## src/rtl/tx_rst_seq_pkg.sv

```systemverilog
package tx_rst_seq_pkg;

   typedef enum logic [1:0] {
      ST_PD   = 2'd0,
      ST_WAIT = 2'd1,
      ST_FILT = 2'd2,
      ST_RDY  = 2'd3
   } seq_state_e;

endpackage

```

## src/rtl/tx_rst_sync.sv

```systemverilog
module tx_rst_sync #(
   parameter int STAGES = 2
) (
   input  logic clk,
   input  logic rst_n,
   input  logic d,
   output logic q
);

   generate
      if (STAGES < 2) begin : g_bad_stages
         $error("tx_rst_sync: STAGES must be at least 2");
      end
   endgenerate

   logic [STAGES-1:0] sr;

   always_ff @(posedge clk or negedge rst_n) begin
      if (!rst_n) sr <= '0;
      else        sr <= {sr[STAGES-2:0], d};
   end

   assign q = sr[STAGES-1];

endmodule

```

## src/rtl/tx_rst_cnt.sv

```systemverilog
module tx_rst_cnt #(
   parameter int LIMIT = 16
) (
   input  logic clk,
   input  logic rst_n,
   input  logic clr,
   input  logic en,
   output logic done
);

   generate
      if (LIMIT < 2) begin : g_bad_limit
         $error("tx_rst_cnt: LIMIT must be at least 2");
      end
   endgenerate

   localparam int W = $clog2(LIMIT);
   localparam logic [W-1:0] LAST = W'(LIMIT - 1);

   logic [W-1:0] cnt;

   assign done = (cnt == LAST);

   always_ff @(posedge clk or negedge rst_n) begin
      if (!rst_n)           cnt <= '0;
      else if (clr)         cnt <= '0;
      else if (en && !done) cnt <= cnt + 1'b1;
   end

endmodule

```

## src/rtl/tx_rst_seq.sv

```systemverilog
module tx_rst_seq
   import tx_rst_seq_pkg::*;
#(
   parameter int PD_CYCLES   = 1000,
   parameter int LOCK_CYCLES = 64,
   parameter int SYNC_STAGES = 2
) (
   input  logic clk,
   input  logic rst_n,
   input  logic restart_req,
   input  logic pll_locked,
   output logic pll_pd,
   output logic tx_dig_rst,
   output logic tx_ready
);

   generate
      if (PD_CYCLES < 2) begin : g_bad_pd
         $error("tx_rst_seq: PD_CYCLES must be at least 2");
      end
      if (LOCK_CYCLES < 2) begin : g_bad_lock
         $error("tx_rst_seq: LOCK_CYCLES must be at least 2");
      end
   endgenerate

   seq_state_e state, st_nxt;
   logic       lock_s;
   logic       pd_done, filt_done;

   tx_rst_sync #(.STAGES(SYNC_STAGES)) u_sync (
      .clk   (clk),
      .rst_n (rst_n),
      .d     (pll_locked),
      .q     (lock_s)
   );

   tx_rst_cnt #(.LIMIT(PD_CYCLES)) u_pd_tmr (
      .clk   (clk),
      .rst_n (rst_n),
      .clr   (restart_req || (state != ST_PD)),
      .en    (state == ST_PD),
      .done  (pd_done)
   );

   tx_rst_cnt #(.LIMIT(LOCK_CYCLES)) u_lock_flt (
      .clk   (clk),
      .rst_n (rst_n),
      .clr   ((state != ST_FILT) || !lock_s),
      .en    (state == ST_FILT),
      .done  (filt_done)
   );

   always_comb begin
      st_nxt = state;
      unique case (state)
         ST_PD:   if (pd_done) st_nxt = ST_WAIT;
         ST_WAIT: if (lock_s)  st_nxt = ST_FILT;
         ST_FILT: begin
            if (!lock_s)        st_nxt = ST_WAIT;
            else if (filt_done) st_nxt = ST_RDY;
         end
         ST_RDY:  if (!lock_s) st_nxt = ST_WAIT;
         default:              st_nxt = ST_PD;
      endcase
      if (restart_req) st_nxt = ST_PD;
   end

   always_ff @(posedge clk or negedge rst_n) begin
      if (!rst_n) begin
         state      <= ST_PD;
         pll_pd     <= 1'b1;
         tx_dig_rst <= 1'b1;
         tx_ready   <= 1'b0;
      end else begin
         state      <= st_nxt;
         pll_pd     <= (st_nxt == ST_PD);
         tx_dig_rst <= (st_nxt != ST_RDY);
         tx_ready   <= (st_nxt == ST_RDY);
      end
   end

endmodule

```

## config.mk

```make
export PLATFORM = sky130hd
export DESIGN_NAME = tx_rst_seq
export DESIGN_NICKNAME = d
export VERILOG_FILES = /design/src/rtl/tx_rst_seq_pkg.sv /design/src/rtl/tx_rst_sync.sv /design/src/rtl/tx_rst_cnt.sv /design/src/rtl/tx_rst_seq.sv
export SDC_FILE = /design/constraint.sdc
export NUM_CORES = 1
export LEC_CHECK = 0
export BUFFER_PORTS_ARGS = -buffer_cell sky130_fd_sc_hd__buf_2
export CORE_ASPECT_RATIO = 0.7
export CORE_MARGIN = 1.5
export CORE_UTILIZATION = 35
export CTS_CLUSTER_DIAMETER = 150
export CTS_CLUSTER_SIZE = 20
export DETAILED_ROUTE_END_ITERATION = 7
export PLACE_DENSITY = 0.5
export SYNTH_ARGS = -nofsm -noshare
export SYNTH_HDL_FRONTEND = slang
export SYNTH_HIERARCHICAL = 1
export SYNTH_SLANG_ARGS = --single-unit
```

## constraint.sdc

```tcl
create_clock -name clk -period 2.7 [get_ports clk]
set_input_delay 0.54 -clock clk [delete_from_list [all_inputs] [get_ports clk]]
set_output_delay 0.54 -clock clk [all_outputs]
set_load 0.02 [all_outputs]
```

==> results.md <==
* Status: completed
* RSZ-0062 raised after global routing: no
* Syn Nets at 129
* CP Data Arrival Time at 2210 ps
* Most used DFF post-synth: dfrtp_1
* Area of the multi-input gates at 617 um^2
* Final period util at 0.747
* CTS Root Cell: clkbuf_8
* Post-route DRC at 0
* Place WS at 713 ps
* Non-filler instance count after layout at 176
* Final hold viol count at 0
* Pin count of the biggest net entering global routing at 24
* DP Area at 1310 um^2
* Avg Vias per Cell at 5.51
* Total CTS buffers at 3
* Setup Viol. Count Final at 0
* CP max FO at 9
* Average size of a mapped cell at 10.2 um^2
* Worst path required time at 2890 ps
* Resize count post-CTS at 0
* Hold WC Path Type: in2async
* Post-route setup TNS at 0 ps
* Setup ws final at 683 ps
* FF+latch area at 578 um^2
* Synthesis-to-layout area growth at 7.65%
* VDD IR-drop max at about 0.00022 V
* Asr flop ratio synth at 1.00
* Yosys top cell by area: dfrtp_1
* GRT Total Usage at 0.150
* GRT overflow at 0
* Clk_skew at 5.60 ps
* Vias at 969
* Synth unique cells at 44
* Placed Cells incl. Taps at 172
* Hold_ws at 243 ps
* Initial DRC count at 72
* Number of synthesized flops with an enable pin at 0
* Row Count at 17
* # IOs at 7
* First-pass GRT wire length at 4.40 mm
* Netlist Area Pre-Place at approximately 1300 um^2
* Die height at 53.2 um
* Max Slew Vio Count at 0
* Type of origin of the critical path: flip-flop
* Slew headroom at 0.586
* Clock tree from TritonCTS: yes
* # fillers at ~330
* Placer Congestion at around 0.77
* Vias in the first global route at 905
* Die area at 3970 um^2
* Worst-margin pin slew at 619 ps
* Ant diodes at 0
* Max Root-Sink Buffers at 2
* Yosys reg bits at 23
* Port Buffers at 6
* PwrDens at 506 nW/um^2
* Routed WL at 2.55 mm
* Clock latency at the later pin of the worst-skew pair at around 270 ps
* CTS H-Tree Depth at 1
* DP HPWL at about 1.7 mm
* Area share of the largest cell type after synthesis at 0.417
* Share of post-route cells with drive strength above 1 at 0.178
* Warning count from the yosys run at 6
* Lkg Pwr at 0.532 nW
* Antenna violations before repair at 0
* Wirelength per Cell at approximately 14 um
* CORE AREA at 3300 um^2
* Worst-path clk slew at 90 ps
* Starting density of the core at 0.382
* Critical path class: reg2reg
* Syn Inst Count at roughly 120
* Top post-synthesis cells by area: dfrtp_1 (42%), dfstp_2 (4.2%), a21oi_1 (3.6%)
* Die X at 74.7 um
* Total of max-cap violations at 0
* Crit end category: flip-flop
* ANT nets after route at 0
* Total clock sinks at 23
* Final nets at roughly 140
* Final instance area at 1360 um^2
* Hold Buf Count CTS at 0
* Maximum clock rate at 496 MHz
* Pre-antenna DRT Iters at 4
* Crit path time final at 2020 ps
* Post-CTS Setup Bufs at 0
* Register area share after synthesis at 0.459
-- state kept, by name (all words and copies together) (netlist names) --
signal / flops
u_pd_tmr/cnt: 10
tx_dig_rst: 1
pll_pd: 1
u_lock_flt/cnt: 6
u_sync/sr: 2
tx_ready: 1
state: 2
-- path summary, 6_finish.rpt --
kind | slack, ps | end | depth (start not counted) | startpoint
worst min register to register | 360 | u_sync/sr[1] | 0 | u_sync/sr[0]
worst max register to register | 680 | u_pd_tmr/cnt[9] | 4 | state[0]
worst max-delay path | 680 | u_pd_tmr/cnt[9] | 4 | state[0]
min in group clk | 360 | u_sync/sr[1] | 0 | u_sync/sr[0]
max in group asynchronous | 2090 | tx_dig_rst | 1 | rst_n
worst min-delay path | 240 | u_pd_tmr/cnt[5] | 1 | rst_n
-- per-stage QoR --
step	total power (W)	util
floorplan	0.000438	-
global placement	0.000461	0.396
detailed placement	0.000467	0.396
CTS	0.000698	0.411
global route	0.000725	0.411
finish	0.000686	0.411
-- logic make-up (layout without fill, tap and decap cells) --
logic type / after synthesis / count (layout) / share of synthesized area
xor+xnor: 1 / 1 / 0.00696
simple gates: 60 / 60 / 0.317
compound gates: 27 / 27 / 0.146
buf+inv: 10 / 16 / 0.0507
fa+ha+maj: 2 / 2 / 0.0199
flops: 23 / 23 / 0.459
-- cell usage in the layout, fill, tap and decap left out, types with 3 or more instances in the layout --
cell / count
dfrtp_1: 21
a21oi_1: 9
nor2_1: 7
nand2_1: 6
buf_2: 6
inv_1: 6
nor3_1: 5
nor3b_1: 5
or4_1: 5
nand3_1: 4
nand4_1: 4
o31ai_1: 4
or3_2: 3
clkbuf_8: 3
o21ai_0: 3
-- cell type report --
class / count / share of cell area
repair buffers: 6 / 0.0222
flip-flops and latches: 23 / 0.427
inverters: 6 / 0.0166
clock inverters: 1 / 0.00554
clock buffers: 3 / 0.0305
well taps: 47 / 0.0434
multi-input cells: 90 / 0.455
-- synth_stat cells, types with 2 or more instances --
cell,n
dfrtp_1,21
a21oi_1,9
nor2_1,7
inv_1,6
nand2_1,6
nor3_1,5
nor3b_1,5
or4_1,5
nand3_1,4
nand4_1,4
o31ai_1,4
buf_6,3
o21ai_0,3
or3_2,3
dfstp_2,2
ha_1,2
nand3b_1,2
nand4_2,2
nand4b_1,2
nor2b_1,2
o211ai_1,2
or2_2,2
-- per-layer routing --
metal | up-vias | GRT usage | wire length (um)
li1 | 481 | - | -
met1 | 470 | 0.232 | 1460
met2 | 16 | 0.199 | 982
met3 | 2 | 0.0495 | 100
met4 | 0 | 0.0273 | 8
met5 | - | 0 | 0
-- power by group --
part           switching, W  internal (W)  total [W]
clock              0.000120      0.000105   0.000224
sequential        0.0000224      0.000361   0.000384
combinational     0.0000447     0.0000326  0.0000773
total              0.000187      0.000498   0.000686
-- critical path: stages (launching register included) --
cell	delay (ps)
dfrtp_1	450
nor2_1	520
nand4_2	290
or4_1	520
a21oi_1	160
Note: power is estimated with default switching activity, not from simulation.
